==> src/rtl/bcd_calendar.sv <==
`timescale 1ns/100ps
module bcd_calendar (
  input  logic       clk,
  input  logic       rst_n,
  input  logic       tick,
  input  logic       freeze,
  input  logic       integ_evt,
  input  logic       wr_en,
  input  logic [2:0] wr_addr,
  input  logic [7:0] wr_data,
  input  logic [2:0] rd_addr,
  output logic [7:0] rd_data
);
  localparam logic [2:0] A_SEC = 3'd0, A_MIN = 3'd1, A_HR = 3'd2, A_DAY = 3'd3,
                         A_WD = 3'd4, A_MON = 3'd5, A_YR = 3'd6;

  logic [6:0] sec, min;
  logic [5:0] hr, day;
  logic [2:0] wd;
  logic [4:0] mon;
  logic [7:0] yr;
  logic       cent, flag, pend;

  function automatic logic [7:0] bcd_next(input logic [7:0] v);
    return (v[3:0] >= 4'd9) ? {v[7:4] + 4'd1, 4'd0} : v + 8'd1;
  endfunction

  logic [7:0] n_sec, n_min, n_hr, n_day, n_mon, n_yr;
  assign n_sec = bcd_next({1'b0, sec});
  assign n_min = bcd_next({1'b0, min});
  assign n_hr  = bcd_next({2'b0, hr});
  assign n_day = bcd_next({2'b0, day});
  assign n_mon = bcd_next({3'b0, mon});
  assign n_yr  = bcd_next(yr);

  logic advance, leap, short_mon;
  logic [5:0] last_day;
  assign advance   = !freeze && (tick || pend);
  assign leap      = yr[4] ? (yr[3:0] == 4'h2 || yr[3:0] == 4'h6) : (yr[1:0] == 2'b00);
  assign short_mon = (mon == 5'h04) || (mon == 5'h06) || (mon == 5'h09) || (mon == 5'h11);
  assign last_day  = (mon == 5'h02) ? (leap ? 6'h29 : 6'h28) : (short_mon ? 6'h30 : 6'h31);

  logic c_sec, c_min, c_hr, c_day, c_mon;
  assign c_sec = advance && (sec >= 7'h59);
  assign c_min = c_sec && (min >= 7'h59);
  assign c_hr  = c_min && (hr >= 6'h23);
  assign c_day = c_hr && (day >= last_day);
  assign c_mon = c_day && (mon >= 5'h12);

  always_ff @(posedge clk) begin
    if (!rst_n) begin
      sec <= '0; min <= '0; hr <= '0; day <= 6'h01; wd <= '0;
      mon <= 5'h01; yr <= '0; cent <= 1'b0; pend <= 1'b0;
    end else begin
      pend <= freeze ? (pend || tick) : (pend && tick);
      if (advance) sec <= c_sec ? 7'h00 : n_sec[6:0];
      if (c_sec)   min <= c_min ? 7'h00 : n_min[6:0];
      if (c_min)   hr  <= c_hr  ? 6'h00 : n_hr[5:0];
      if (c_hr) begin
        day <= c_day ? 6'h01 : n_day[5:0];
        wd  <= (wd >= 3'd6) ? 3'd0 : wd + 3'd1;
      end
      if (c_day) mon <= c_mon ? 5'h01 : n_mon[4:0];
      if (c_mon) begin
        yr <= (yr >= 8'h99) ? 8'h00 : n_yr;
        if (yr >= 8'h99) cent <= !cent;
      end
      if (wr_en) begin
        case (wr_addr)
          A_SEC: sec <= wr_data[6:0];
          A_MIN: min <= wr_data[6:0];
          A_HR:  hr  <= wr_data[5:0];
          A_DAY: day <= wr_data[5:0];
          A_WD:  wd  <= wr_data[2:0];
          A_MON: begin mon <= wr_data[4:0]; cent <= wr_data[7]; end
          A_YR:  yr  <= wr_data;
          default: ;
        endcase
      end
    end
  end

  always_ff @(posedge clk) begin
    if (!rst_n)                                            flag <= 1'b1;
    else if (integ_evt)                                    flag <= 1'b1;
    else if (wr_en && wr_addr == A_SEC && !wr_data[7])     flag <= 1'b0;
  end

  always_comb begin
    case (rd_addr)
      A_SEC:   rd_data = {flag, sec};
      A_MIN:   rd_data = {1'b0, min};
      A_HR:    rd_data = {2'b0, hr};
      A_DAY:   rd_data = {2'b0, day};
      A_WD:    rd_data = {5'b0, wd};
      A_MON:   rd_data = {cent, 2'b0, mon};
      A_YR:    rd_data = yr;
      default: rd_data = 8'h00;
    endcase
  end

  p_hold_frozen_r4: assert property (@(posedge clk) disable iff (!rst_n)
    freeze && !wr_en |=> {sec, min, hr, day, wd, mon, cent, yr} ==
                         $past({sec, min, hr, day, wd, mon, cent, yr}));

  p_pending_drop_r4: assert property (@(posedge clk) disable iff (!rst_n)
    !freeze && !tick |=> !pend);

  p_flag_sticky_r5: assert property (@(posedge clk) disable iff (!rst_n)
    flag && !(wr_en && wr_addr == A_SEC) |=> flag);

  p_write_wins_r10: assert property (@(posedge clk) disable iff (!rst_n)
    wr_en && wr_addr == A_MIN |=> min == $past(wr_data[6:0]));

  p_century_flip_r2: assert property (@(posedge clk) disable iff (!rst_n)
    advance && !wr_en && sec == 7'h59 && min == 7'h59 && hr == 6'h23 &&
    day == 6'h31 && mon == 5'h12 && yr == 8'h99
    |=> cent != $past(cent) && yr == 8'h00 && mon == 5'h01);
endmodule

==> config.mk <==
export PLATFORM = sky130hd
export DESIGN_NAME = bcd_calendar
export DESIGN_NICKNAME = d
export VERILOG_FILES = /design/src/rtl/bcd_calendar.sv
export SDC_FILE = /design/constraint.sdc
export NUM_CORES = 1
export LEC_CHECK = 0
export BUFFER_PORTS_ARGS = -buffer_cell sky130_fd_sc_hd__buf_4
export CORE_MARGIN = 3
export CORE_UTILIZATION = 28
export CTS_CLUSTER_DIAMETER = 80
export DETAILED_ROUTE_END_ITERATION = 8
export SLEW_MARGIN = 25
export SYNTH_ARGS = -nofsm -noshare
export SYNTH_HDL_FRONTEND = slang
export SYNTH_SLANG_ARGS = --single-unit
export TNS_END_PERCENT = 100
==> constraint.sdc <==
create_clock -name clk -period 6.8 [get_ports clk]
set_input_delay 0.68 -clock clk [delete_from_list [all_inputs] [get_ports clk]]
set_output_delay 0.68 -clock clk [all_outputs]
set_load 0.01 [all_outputs]
==> summary.txt <==
STA
  • RSZ-0062 raised after global routing: false
  • Setup TNS Final: 0 ns
  • Clk_skew: 0.00546 ns
  • Final Cycle Share: 0.468
  • # setup viols final: 0
  • Final hold vios: 0
  • Slew headroom: 0.434
  • WHS: 0.485 ns
  • Tightest Pin Transition: approximately 0.84 ns
  • Final number of max-transition violations: 0
  • Max frequency: between 0.3 and 0.4 GHz
  • Fin crit period: 3.18 ns

Power
  • Leakage: about 1.4 nW
  • Peak supply drop: about 0.089 mV
  • Pwr/cell area: 156 nW/um2

Setup path
  • Crit. path cell count: 11
  • RR Startpoint: mon[1]
  • Critical-path cell list: ha_1, nand3b_1, a31oi_1, o21ai_0, o211a_1, ha_1, nor4b_1, o22ai_1, nand4_2, o21ai_0, a22oi_1
  • Critical path type: register to register
  • WP data required: 6.95 ns
  • Kind of cell adding the most delay to the critical path: compound AO/OA/AOI/OAI gates
  • CP max-delay cell: dfxtp_1
  • WP data arrival: between 3 and 4 ns
  • Max incr delay on CP: ~0.47 ns
  • Number of buffers and inverters on the critical path: 0
  • Startpoint Class: register
  • Reg2reg path depth: 11
  • Setup crit end: yr[4]
  • Worst Setup SP: mon[1]
  • CP Max Fanout: 16
  • Reg2reg end: yr[4]
  • Worst reg2reg setup slack: 3.62 ns
  • Crit end category: register

Floorplan
  • # rows: 40
  • CORE AREA: 12200 um2
  • Chip width: ~120 um
  • Initial core utilization: 0.289
  • IO Count: 28
  • Die Height: between 100 and 150 um
  • Die ar.: around 14000 um2

Clock tree
  • Post-cts hold buffer count: 0
  • # resized after CTS: 0
  • CTS max path bufs: 2
  • CTS Buf Count: 5
  • Root Driver: clkbuf_16
  • Clock-pin slew on the worst setup and hold paths: 0.06 ns
  • CTS sink count: between 40 and 50
  • CTS tree: built
  • H-tree levels: 2
  • Clock Latency Late Sink: about 0.29 ns
  • Post-CTS Setup Bufs: 0

Outcome
  • Outcome: finished, final reports clean

Synth
  • Post-synth top area share: 0.256
  • Top cells by count, synth: o21ai_0, dfxtp_1, nand2_1, ha_1, a31oi_1
  • Net Count, Synth: slightly below 500
  • Synth area leader: dfxtp_1
  • Top-count cell post-synth: o21ai_0
  • Synth Flop Type: dfxtp_1
  • Synth area leaders: dfxtp_1, ha_1, o21ai_0, a31oi_1, nand2_1
  • Netlist cell types: around 70
  • Synthesized area: 3510 um2
  • Post-synth EDFFs: 0
  • Synth Area per Inst: between 8 and 9 um2
  • Gate Count Post-Synth: approximately 430
  • Fraction of registers with async set/reset: 0
  • Flops & latches, synth: between 40 and 50
  • Register area share after synthesis: 0.256
  • Ys Warns: 0

GRT
  • First-pass GRT wire length: ~17000 um
  • Antenna violations before repair: 0
  • Overflow after GRT: 0
  • Vias in the first global route: between 3000 and 4000
  • Largest net degree at the start of global routing: 40
  • GR Util All Layers: 0.150

Cells and area
  • Layout Nets: about 500
  • Post-route design area: between 3000 and 4000 um2
  • Share of post-route cells with drive strength above 1: 0.125
  • # diodes: 0
  • Area growth, synth to finish: 13.2%

Route
  • Wire per inst: 17.3 um
  • Wirelength, routed: 10700 um
  • Overall via count from detail_route: approximately 3500
  • Final ANT Viol Nets: 0
  • Initial DRT Pass Iterations: 6
  • Vias per inst: around 5.6
  • DRC Markers: 0
  • 1st-iter DRT viols: 418

Min path
  • Min-Delay Path Class: register to register

Placement
  • Final GP Congestion: ~0.93
  • Placed instance area: roughly 3800 um2
  • Final HPWL from detailed placement: just under 8000 um
  • Port Buf Inserts: 27

Run
  • Max-capacitance violation count: 0
layer usage:
layer / GRT usage / wire [um] / up-vias
met3: 0.0202 / 589 / 20
li1: - / - / 1667
met5: 0 / 0 / -
met4: 0.0462 / 244 / 0
met2: 0.241 / 4920 / 147
met1: 0.208 / 4890 / 1618
final cells by class:
class,instances,area [um2]
well taps,168,210
multi-input cells,340,2420
flip-flops and latches,45,901
inverters,27,101
fillers,1251,8180
clock inverters,2,10.0
repair buffers,28,210
clock buffers,6,129
per-stage QoR:
step	instances	power (mW)	utilization	setup WS, ns
floorplan	432	0.347	-	4.26
global route	616	0.647	0.327	3.31
detailed placement	608	0.386	0.315	3.48
global placement	608	0.384	0.315	3.60
finish	616	0.620	0.327	3.62
CTS	616	0.625	0.326	3.47
worst register-to-register path, stage by stage, from the launching register on:
cell and delay [ns]:
dfxtp_1 0.47, ha_1 0.28, nand3b_1 0.16, a31oi_1 0.18, o21ai_0 0.11, o211a_1 0.13
ha_1 0.27, nor4b_1 0.06, o22ai_1 0.35, nand4_2 0.44, o21ai_0 0.48, a22oi_1 0.14
state kept, by name, indices dropped and copies added (netlist names):
signal and flops:
mon 5, sec 7, min 7, pend 1
flag 1, day 6, hr 6, cent 1
wd 3, yr 8
worst min path at each step:
| stage | startpoint | to | slack, ns | depth (start not counted) |
|---|---|---|---|---|
| 2_1_floorplan | pend | pend | 0.46 | 2 |
| 3_3_place_gp | pend | pend | 0.47 | 2 |
| 3_5_place_dp | pend | pend | 0.48 | 2 |
| 4_1_cts | pend | pend | 0.49 | 2 |
| 5_1_grt | pend | pend | 0.52 | 2 |
| 6_report | pend | pend | 0.49 | 2 |
cells in the final DEF, fill, tap and decap left out, types with 3 or more instances in the layout:
master,n
o31a_1,3
mux2i_1,4
ha_1,34
dfxtp_1,45
nor3_1,8
nand3_1,19
or3_1,4
and3_1,4
nor2b_1,7
o311a_1,3
o21ai_0,65
mux4_2,5
o31ai_1,3
a41oi_1,3
mux2_2,3
o211ai_1,5
nor3b_1,3
clkbuf_16,5
buf_4,28
nand4_1,7
nand2_1,35
nand3b_1,5
inv_1,27
nor2_1,18
a21oi_1,15
a31oi_1,29
a22oi_1,5
nand4b_1,7
logic make-up (layout without fill, tap and decap cells):
logic type / Yosys count / count (layout) / synth area share
multiplexers: 13 / 13 / 0.0605
adder cells (fa/ha/maj): 34 / 34 / 0.121
AND/OR/NAND/NOR: 132 / 132 / 0.206
AO/OA/AOI/OAI: 158 / 158 / 0.289
buffers and inverters: 47 / 63 / 0.0587
XOR/XNOR: 3 / 3 / 0.00748
flip-flops: 45 / 45 / 0.256
report_power, final:
part           switching, mW  internal (mW)
combinational         0.0529         0.0396
clock                  0.103          0.135
sequential            0.0159          0.273
total                  0.172          0.448
Note: power is estimated with default switching activity, not from simulation.
